--- src/rtl/irq_dist_pkg.sv ---
package irq_dist_pkg;
    localparam int ADDR_W  = 12;
    localparam int DATA_W  = 32;
    localparam int PRIO_W  = 8;
    // region = addr[11:10]
    localparam logic [1:0] RG_STATE = 2'd0;
    localparam logic [1:0] RG_PRIO  = 2'd1;
    localparam logic [1:0] RG_TGT   = 2'd2;
    // bank = addr[9:7] inside RG_STATE
    localparam logic [2:0] BK_MISC     = 3'd0;
    localparam logic [2:0] BK_SET_EN   = 3'd2;
    localparam logic [2:0] BK_CLR_EN   = 3'd3;
    localparam logic [2:0] BK_SET_PEND = 3'd4;
    localparam logic [2:0] BK_CLR_PEND = 3'd5;
    localparam logic [2:0] BK_SET_ACT  = 3'd6;
    localparam logic [2:0] BK_CLR_ACT  = 3'd7;
    localparam logic [ADDR_W-1:0] CTRL_ADDR = 12'h000;
endpackage

--- src/rtl/irq_dist_arb.sv ---
module irq_dist_arb
    import irq_dist_pkg::*;
#(
    parameter int NUM_LINES = 64,
    parameter int ID_W      = $clog2(NUM_LINES)
) (
    input  logic [NUM_LINES-1:0]        cand,
    input  logic [NUM_LINES*PRIO_W-1:0] prio_flat,
    output logic                        hit,
    output logic [ID_W-1:0]             win_id,
    output logic [PRIO_W-1:0]           win_prio
);
    // Linear scan: strict "less than" keeps the lower index on ties.
    always_comb begin
        hit      = 1'b0;
        win_id   = '0;
        win_prio = '1;
        for (int i = 0; i < NUM_LINES; i++) begin
            if (cand[i] && (!hit || prio_flat[i*PRIO_W +: PRIO_W] < win_prio)) begin
                hit      = 1'b1;
                win_id   = ID_W'(i);
                win_prio = prio_flat[i*PRIO_W +: PRIO_W];
            end
        end
    end
endmodule

--- src/rtl/irq_dist_regs.sv ---
module irq_dist_regs
    import irq_dist_pkg::*;
#(
    parameter int NUM_LINES = 64,
    parameter int CPU_IDX   = 0,
    parameter int ID_W      = $clog2(NUM_LINES)
) (
    input  logic                        clk,
    input  logic                        rst_n,
    input  logic                        bus_we,
    input  logic [ADDR_W-1:0]           bus_addr,
    input  logic [DATA_W-1:0]           bus_wdata,
    output logic [DATA_W-1:0]           bus_rdata,
    input  logic [NUM_LINES-1:0]        irq_lines,
    input  logic                        ack,
    input  logic [ID_W-1:0]             ack_id,
    input  logic                        deact,
    input  logic [ID_W-1:0]             deact_id,
    output logic [NUM_LINES-1:0]        cand,
    output logic [NUM_LINES*PRIO_W-1:0] prio_flat,
    output logic                        fwd_en
);
    localparam int WORDS  = NUM_LINES / 32;
    localparam int PWORDS = NUM_LINES / 4;

    typedef struct packed {
        logic                        gen;
        logic [NUM_LINES-1:0]        en;
        logic [NUM_LINES-1:0]        pend;
        logic [NUM_LINES-1:0]        act;
        logic [NUM_LINES*PRIO_W-1:0] prio;
        logic [NUM_LINES*PRIO_W-1:0] tgt;
    } state_t;

    state_t st_d, st_q;

    logic [1:0] region;
    logic [2:0] bank;
    logic [4:0] word;
    logic [7:0] pword;
    logic [NUM_LINES-1:0] wmask, m_se, m_ce, m_sp, m_cp, m_sa, m_ca;
    logic [NUM_LINES-1:0] ack_mask, deact_mask;

    assign region = bus_addr[11:10];
    assign bank   = bus_addr[9:7];
    assign word   = bus_addr[6:2];
    assign pword  = bus_addr[9:2];

    function automatic logic [DATA_W-1:0] pick(input logic [NUM_LINES-1:0] v,
                                               input logic [4:0] wd);
        logic [DATA_W-1:0] r;
        r = '0;
        for (int w = 0; w < WORDS; w++)
            if (wd == 5'(w)) r = v[w*32 +: 32];
        return r;
    endfunction

    always_comb begin
        wmask = '0;
        for (int w = 0; w < WORDS; w++)
            if (word == 5'(w)) wmask[w*32 +: 32] = bus_wdata;
    end

    always_comb begin
        m_se = (bus_we && region == RG_STATE && bank == BK_SET_EN)   ? wmask : '0;
        m_ce = (bus_we && region == RG_STATE && bank == BK_CLR_EN)   ? wmask : '0;
        m_sp = (bus_we && region == RG_STATE && bank == BK_SET_PEND) ? wmask : '0;
        m_cp = (bus_we && region == RG_STATE && bank == BK_CLR_PEND) ? wmask : '0;
        m_sa = (bus_we && region == RG_STATE && bank == BK_SET_ACT)  ? wmask : '0;
        m_ca = (bus_we && region == RG_STATE && bank == BK_CLR_ACT)  ? wmask : '0;
        ack_mask   = ack   ? (NUM_LINES'(1) << ack_id)   : '0;
        deact_mask = deact ? (NUM_LINES'(1) << deact_id) : '0;

        st_d = st_q;
        if (bus_we && bus_addr == CTRL_ADDR) st_d.gen = bus_wdata[0];
        st_d.en   = (st_q.en | m_se) & ~m_ce;
        st_d.pend = ((st_q.pend | m_sp) & ~m_cp & ~ack_mask) | irq_lines;
        st_d.act  = ((st_q.act | m_sa | ack_mask) & ~m_ca) & ~deact_mask;
        for (int q = 0; q < PWORDS; q++) begin
            if (bus_we && region == RG_PRIO && pword == 8'(q))
                st_d.prio[q*32 +: 32] = bus_wdata;
            if (bus_we && region == RG_TGT && pword == 8'(q))
                st_d.tgt[q*32 +: 32] = bus_wdata;
        end
    end

    always_ff @(posedge clk) begin
        if (!rst_n) st_q <= '0;
        else        st_q <= st_d;
    end

    always_comb begin
        bus_rdata = '0;
        case (region)
            RG_STATE: begin
                case (bank)
                    BK_MISC: begin
                        if (word == 5'd0)      bus_rdata = {31'b0, st_q.gen};
                        else if (word == 5'd1) bus_rdata = DATA_W'(WORDS - 1);
                    end
                    BK_SET_EN,   BK_CLR_EN:   bus_rdata = pick(st_q.en, word);
                    BK_SET_PEND, BK_CLR_PEND: bus_rdata = pick(st_q.pend, word);
                    BK_SET_ACT,  BK_CLR_ACT:  bus_rdata = pick(st_q.act, word);
                    default: ;
                endcase
            end
            RG_PRIO: begin
                for (int q = 0; q < PWORDS; q++)
                    if (pword == 8'(q)) bus_rdata = st_q.prio[q*32 +: 32];
            end
            RG_TGT: begin
                for (int q = 0; q < PWORDS; q++)
                    if (pword == 8'(q)) bus_rdata = st_q.tgt[q*32 +: 32];
            end
            default: ;
        endcase
    end

    always_comb begin
        for (int i = 0; i < NUM_LINES; i++)
            cand[i] = st_q.en[i] & st_q.pend[i] & ~st_q.act[i]
                    & st_q.tgt[i*PRIO_W + CPU_IDX];
    end

    assign prio_flat = st_q.prio;
    assign fwd_en    = st_q.gen;
endmodule

--- src/rtl/irq_distributor.sv ---
module irq_distributor
    import irq_dist_pkg::*;
#(
    parameter int NUM_LINES = 64,
    parameter int CPU_IDX   = 0,
    parameter int ID_W      = $clog2(NUM_LINES)
) (
    input  logic                 clk,
    input  logic                 rst_n,
    input  logic                 bus_we,
    input  logic [11:0]          bus_addr,
    input  logic [31:0]          bus_wdata,
    output logic [31:0]          bus_rdata,
    input  logic [NUM_LINES-1:0] irq_in,
    output logic                 fwd_valid,
    output logic [ID_W-1:0]      fwd_id,
    output logic [7:0]           fwd_prio,
    input  logic                 cpu_ack,
    input  logic                 cpu_deact,
    input  logic [ID_W-1:0]      cpu_deact_id
);
    logic [NUM_LINES-1:0]        cand;
    logic [NUM_LINES*PRIO_W-1:0] prio_flat;
    logic                        fwd_en;
    logic                        hit;
    logic [ID_W-1:0]             win_id;
    logic [PRIO_W-1:0]           win_prio;

    irq_dist_regs #(.NUM_LINES(NUM_LINES), .CPU_IDX(CPU_IDX), .ID_W(ID_W)) u_regs (
        .clk       (clk),
        .rst_n     (rst_n),
        .bus_we    (bus_we),
        .bus_addr  (bus_addr),
        .bus_wdata (bus_wdata),
        .bus_rdata (bus_rdata),
        .irq_lines (irq_in),
        .ack       (cpu_ack & fwd_valid),
        .ack_id    (win_id),
        .deact     (cpu_deact),
        .deact_id  (cpu_deact_id),
        .cand      (cand),
        .prio_flat (prio_flat),
        .fwd_en    (fwd_en)
    );

    irq_dist_arb #(.NUM_LINES(NUM_LINES), .ID_W(ID_W)) u_arb (
        .cand      (cand),
        .prio_flat (prio_flat),
        .hit       (hit),
        .win_id    (win_id),
        .win_prio  (win_prio)
    );

    assign fwd_valid = hit & fwd_en;
    assign fwd_id    = win_id;
    assign fwd_prio  = win_prio;
endmodule

--- config.mk ---
export PLATFORM = sky130hd
export DESIGN_NAME = irq_distributor
export DESIGN_NICKNAME = d
export VERILOG_FILES = /design/src/rtl/irq_dist_pkg.sv /design/src/rtl/irq_dist_arb.sv /design/src/rtl/irq_dist_regs.sv /design/src/rtl/irq_distributor.sv
export SDC_FILE = /design/constraint.sdc
export NUM_CORES = 2
export LEC_CHECK = 0
export ABC_AREA = 1
export CELL_PAD_IN_SITES_DETAIL_PLACEMENT = 1
export CELL_PAD_IN_SITES_GLOBAL_PLACEMENT = 2
export CORE_MARGIN = 4
export CORE_UTILIZATION = 39
export CTS_CLUSTER_DIAMETER = 50
export CTS_CLUSTER_SIZE = 12
export DETAILED_ROUTE_END_ITERATION = 16
export PLACE_DENSITY_LB_ADDON = 0.2
export SYNTH_ARGS = -nofsm -noshare
export SYNTH_HDL_FRONTEND = slang
export SYNTH_SLANG_ARGS = --single-unit
--- constraint.sdc ---
create_clock -name clk -period 259.4 [get_ports clk]
set_input_delay 25.94 -clock clk [delete_from_list [all_inputs] [get_ports clk]]
set_output_delay 25.94 -clock clk [all_outputs]
set_load 0.02 [all_outputs]
==> metrics.txt <==
# TYPE chip_impl_metric gauge
chip_impl_metric{name="die_width",unit="um"} 442
chip_impl_metric{name="crit_required",unit="ns"} 233.46
chip_impl_metric{name="avgSynthCellArea",unit="um^2"} 6.87
chip_impl_metric{name="layout_area_overhead",unit="%"} 11.5
chip_impl_metric{name="post-place-cells",unit=""} 12800
chip_impl_metric{name="gp_routability_congestion",unit=""} 0.993
chip_impl_metric{name="post_synth_num_cell_types",unit=""} 67
chip_impl_metric{name="synthesis.nets",unit=""} 11100
chip_impl_metric{name="synth_instances",unit=""} 10700
chip_impl_metric{name="slowest_delay",unit="ns"} 0.74
chip_impl_metric{name="timing.final.crit_share",unit="%"} 44.3
chip_impl_metric{name="r2r_slack",unit="ns"} 170.78
chip_impl_metric{name="share_of_synthesized_registers_carrying_an_async_set_or_reset",unit="%"} 0
chip_impl_info{name="critical_path.startpoint_type",value="flip-flop"} 1
chip_impl_info{name="rr_endpoint",value="u_regs.st_q[1140]$_SDFF_PN0_"} 1
chip_impl_metric{name="initialDrtViolationCount",unit=""} 9358
chip_impl_metric{name="ys_warn_count",unit=""} 0
chip_impl_metric{name="path_clk_slew",unit="ns"} 0.06
chip_impl_metric{name="seq_area_frac_synth",unit="%"} 33.2
chip_impl_info{name="critical_path_launch_point",value="u_regs.st_q[0]$_SDFFE_PN0P_"} 1
chip_impl_metric{name="clock_path_buffers",unit=""} 3
chip_impl_metric{name="grt_antenna_before_repair",unit=""} 51
chip_impl_metric{name="slew_violations",unit=""} 0
chip_impl_metric{name="drv_cap",unit=""} 0
chip_impl_metric{name="route.detailed.drc",unit=""} 0
chip_impl_metric{name="post-cts-setup-buffer-count",unit=""} 0
chip_impl_metric{name="post-layout-total-power",unit="uW"} 448
chip_impl_metric{name="arrival",unit="ns"} 89.02
chip_impl_metric{name="numCtsBuffers",unit=""} 159
chip_impl_metric{name="clock-skew-final",unit="ns"} 0.0669
chip_impl_metric{name="worst-slew-pin-transition",unit="ns"} 1.39
chip_impl_metric{name="fraction_of_final_layout_cells_sized_beyond_drive_strength_1",unit="%"} 9.17
chip_impl_metric{name="worstPathMaxFanout",unit=""} 35
chip_impl_metric{name="hold_buffers",unit=""} 0
chip_impl_metric{name="min_period",unit="ns"} 114.96
chip_impl_metric{name="vdd_ir_drop_max",unit="V"} 0.00000675
chip_impl_metric{name="antenna_violating_nets_post_route",unit=""} 0
chip_impl_metric{name="area_fraction_of_the_dominant_cell_type_after_synthesis",unit="%"} 33.2
chip_impl_metric{name="routed_wire_length_per_instance",unit="um"} 30.2
chip_impl_info{name="hold_class",value="flip-flop to flip-flop"} 1
chip_impl_metric{name="finish.cell_count_without_fillers",unit=""} 13100
chip_impl_metric{name="fp.coreArea",unit="um^2"} 186000
chip_impl_metric{name="floorplan.die_area",unit="um^2"} 195000
chip_impl_metric{name="via_count",unit=""} 80000
chip_impl_metric{name="post-route-util",unit="%"} 44.0
chip_impl_metric{name="portBuffers",unit=""} 165
chip_impl_info{name="run_status",value="finished clean"} 1
chip_impl_metric{name="initial_core_util",unit="%"} 39.4
chip_impl_metric{name="grt-ovfl-total",unit=""} 0
chip_impl_info{name="regToRegStartpoint",value="u_regs.st_q[0]$_SDFFE_PN0P_"} 1
chip_impl_info{name="yosys-top-cells-area",value="sky130_fd_sc_hd__dfxtp_1 33%, sky130_fd_sc_hd__a21oi_1 11%, sky130_fd_sc_hd__o21ai_0 10%, sky130_fd_sc_hd__nand2_1 9.5%, sky130_fd_sc_hd__ha_1 5.5%"} 1
chip_impl_info{name="critPathSlowestCell",value="sky130_fd_sc_hd__clkdlybuf4s50_1"} 1
chip_impl_metric{name="io_pins",unit=""} 166
chip_impl_metric{name="hpwlAfterDp",unit="mm"} 289
chip_impl_metric{name="worst-r2r-cell-count",unit=""} 520
chip_impl_metric{name="number_of_optimization_iterations_in_the_first_detailed_route_pass",unit=""} 6
chip_impl_metric{name="detailroute.wirelength.met2",unit="mm"} 167
chip_impl_info{name="crit_type",value="flip-flop to output port"} 1
chip_impl_info{name="ys_top_cells_by_count",value="1865 x sky130_fd_sc_hd__nand2_1, 1655 x sky130_fd_sc_hd__a21oi_1, 1483 x sky130_fd_sc_hd__o21ai_0"} 1
chip_impl_metric{name="drt-vias-per-instance",unit=""} 6.10
chip_impl_metric{name="hold_viol",unit=""} 0
chip_impl_metric{name="largest_net_degree_at_the_start_of_global_routing",unit=""} 212
chip_impl_metric{name="worstSkewPairLatency",unit="ns"} 0.85
chip_impl_info{name="clock_tree.root_cell",value="sky130_fd_sc_hd__clkbuf_16"} 1
chip_impl_metric{name="setup_viol",unit=""} 0
chip_impl_metric{name="post_cts.resized_instances",unit=""} 0
chip_impl_metric{name="slew_headroom",unit="%"} 6.61
chip_impl_info{name="cp-end-kind",value="output port"} 1
chip_impl_metric{name="synth_area",unit="um^2"} 73400
chip_impl_metric{name="met3_length",unit="mm"} 39.1
chip_impl_metric{name="flops_latches_synth",unit=""} 1217
chip_impl_metric{name="routed_wl",unit="mm"} 396
chip_impl_info{name="timing.critical_path.to",value="fwd_id[3]"} 1
chip_impl_metric{name="h_tree_depth",unit=""} 4
chip_impl_metric{name="final_nets",unit=""} 10900
chip_impl_metric{name="total_grt_usage",unit="%"} 38.6
chip_impl_info{name="post-synth-top-area-cell",value="sky130_fd_sc_hd__dfxtp_1"} 1
chip_impl_metric{name="post_synth_edffs",unit=""} 0
chip_impl_info{name="ys.flop_type",value="sky130_fd_sc_hd__dfxtp_1"} 1
chip_impl_metric{name="power_density",unit="nW/um^2"} 5.47
chip_impl_info{name="grt_setup_unrepaired",value="no"} 1
chip_impl_metric{name="clock_sinks",unit=""} 1217
chip_impl_metric{name="met1_length",unit="mm"} 164
chip_impl_metric{name="global_route_wire_length_before_repair",unit="mm"} 557
chip_impl_info{name="cts_tree",value="built"} 1
chip_impl_metric{name="leakage",unit="uW"} 0.0325
chip_impl_metric{name="dieHeight",unit="um"} 442
chip_impl_metric{name="site_row_count",unit=""} 158
chip_impl_metric{name="first_global_vias",unit=""} 76700
chip_impl_info{name="path_common_cell",value="sky130_fd_sc_hd__nand2_4"} 1
chip_impl_metric{name="final.setup.tns",unit="ns"} 0
chip_impl_metric{name="max_freq",unit="GHz"} 0.00870
chip_impl_info{name="synth_most_common_cell",value="sky130_fd_sc_hd__nand2_1"} 1
chip_impl_info{name="topRoutingLayerUsed",value="met5"} 1
-- layout make-up --
type / instances / area (um^2)
Tap cell: 2480 / 3100
Timing Repair Buffer: 345 / 3020
Clock inverter: 91 / 1230
Antenna cell: 14 / 35.0
Sequential cell: 1217 / 24400
Multi-Input combinational cell: 7709 / 41700
Clock buffer: 190 / 4270
Inverter: 1075 / 4120
Fill cell: 23600 / 104000
-- state kept, by name, indices dropped and copies added, names as in the netlist --
register          count
u_regs.st_q         704
u_regs.fwd_en         1
u_regs.prio_flat    512
-- layout by cell type, fill, tap and decap left out, types with 31 or more instances in the layout --
cell	count
sky130_fd_sc_hd__nand4_2	31
sky130_fd_sc_hd__clkinv_1	43
sky130_fd_sc_hd__nand3_1	675
sky130_fd_sc_hd__nor2_1	552
sky130_fd_sc_hd__nand2_1	1856
sky130_fd_sc_hd__o21bai_1	59
sky130_fd_sc_hd__a221oi_1	90
sky130_fd_sc_hd__o21ai_0	1483
sky130_fd_sc_hd__nand4_1	79
sky130_fd_sc_hd__o221ai_1	69
sky130_fd_sc_hd__a21oi_2	43
sky130_fd_sc_hd__nor3_1	31
sky130_fd_sc_hd__dfxtp_1	1217
sky130_fd_sc_hd__nand2_2	196
sky130_fd_sc_hd__clkdlybuf4s50_1	164
sky130_fd_sc_hd__nand3_2	33
sky130_fd_sc_hd__inv_1	976
sky130_fd_sc_hd__a22o_1	40
sky130_fd_sc_hd__a21oi_1	1654
sky130_fd_sc_hd__o2111ai_1	61
sky130_fd_sc_hd__clkbuf_16	159
sky130_fd_sc_hd__o211ai_1	127
sky130_fd_sc_hd__a211oi_1	64
sky130_fd_sc_hd__inv_2	43
sky130_fd_sc_hd__ha_1	321
sky130_fd_sc_hd__buf_4	179
sky130_fd_sc_hd__nor2_4	50
sky130_fd_sc_hd__nand2_4	77
-- per-layer routing --
layer | vias to the layer above | track usage (%)
met2 | 3622 | 57.4
li1 | 36200 | -
met4 | 18 | 22.0
met1 | 39300 | 50.6
met3 | 844 | 9.76
met5 | - | 0
-- per-stage QoR --
| stage | instance area [um^2] | hold slack [ns] | setup slack [ns] |
|---|---|---|---|
| detailed placement | 76300 | 0.439 | 146.23 |
| floorplan | 73400 | 0.420 | 155.28 |
| global placement | 76300 | 0.432 | 149.52 |
| finish | 81900 | 0.449 | 144.44 |
| CTS | 81800 | 0.449 | 144.92 |
| global route | 81800 | 0.462 | 134.53 |
-- critical path: cells and delay by family, from the launching register on --
kind	cells	cell delay, ns
AOI/OAI and AO/OA	172	38.49
adders and majority gates	63	19.61
buffers and inverters	10	1.39
DFF	1	0.32
and+or+nand+nor	272	28.00
-- logic make-up after synthesis --
| kind of cell | synth area share [%] |
|---|---|
| flip-flops | 33.2 |
| AND/OR/NAND/NOR | 22.5 |
| buffers and inverters | 10.5 |
| adder cells (fa/ha/maj) | 5.47 |
| AO/OA/AOI/OAI | 28.4 |
-- worst min-delay path by stage --
stage               slack, ns                          start  depth (start not counted)                            end
floorplan                0.42  u_regs.st_q[455]$_SDFFE_PN0P_                          2  u_regs.st_q[455]$_SDFFE_PN0P_
global placement         0.43  u_regs.st_q[213]$_SDFFE_PN0P_                          2  u_regs.st_q[213]$_SDFFE_PN0P_
detailed placement       0.44  u_regs.st_q[202]$_SDFFE_PN0P_                          2  u_regs.st_q[202]$_SDFFE_PN0P_
CTS                      0.45  u_regs.st_q[202]$_SDFFE_PN0P_                          2  u_regs.st_q[202]$_SDFFE_PN0P_
global route             0.46  u_regs.st_q[202]$_SDFFE_PN0P_                          2  u_regs.st_q[202]$_SDFFE_PN0P_
finish                   0.45  u_regs.st_q[239]$_SDFFE_PN0P_                          2  u_regs.st_q[239]$_SDFFE_PN0P_
-- where the power goes --
group	internal, uW	switching, uW	leakage (uW)
Combinational	5.23	20.1	0.0200
Sequential	188	0.766	0.00982
Clock	133	100	0.00264
Total	326	121	0.0325
Power figures use the tool's default switching activity.
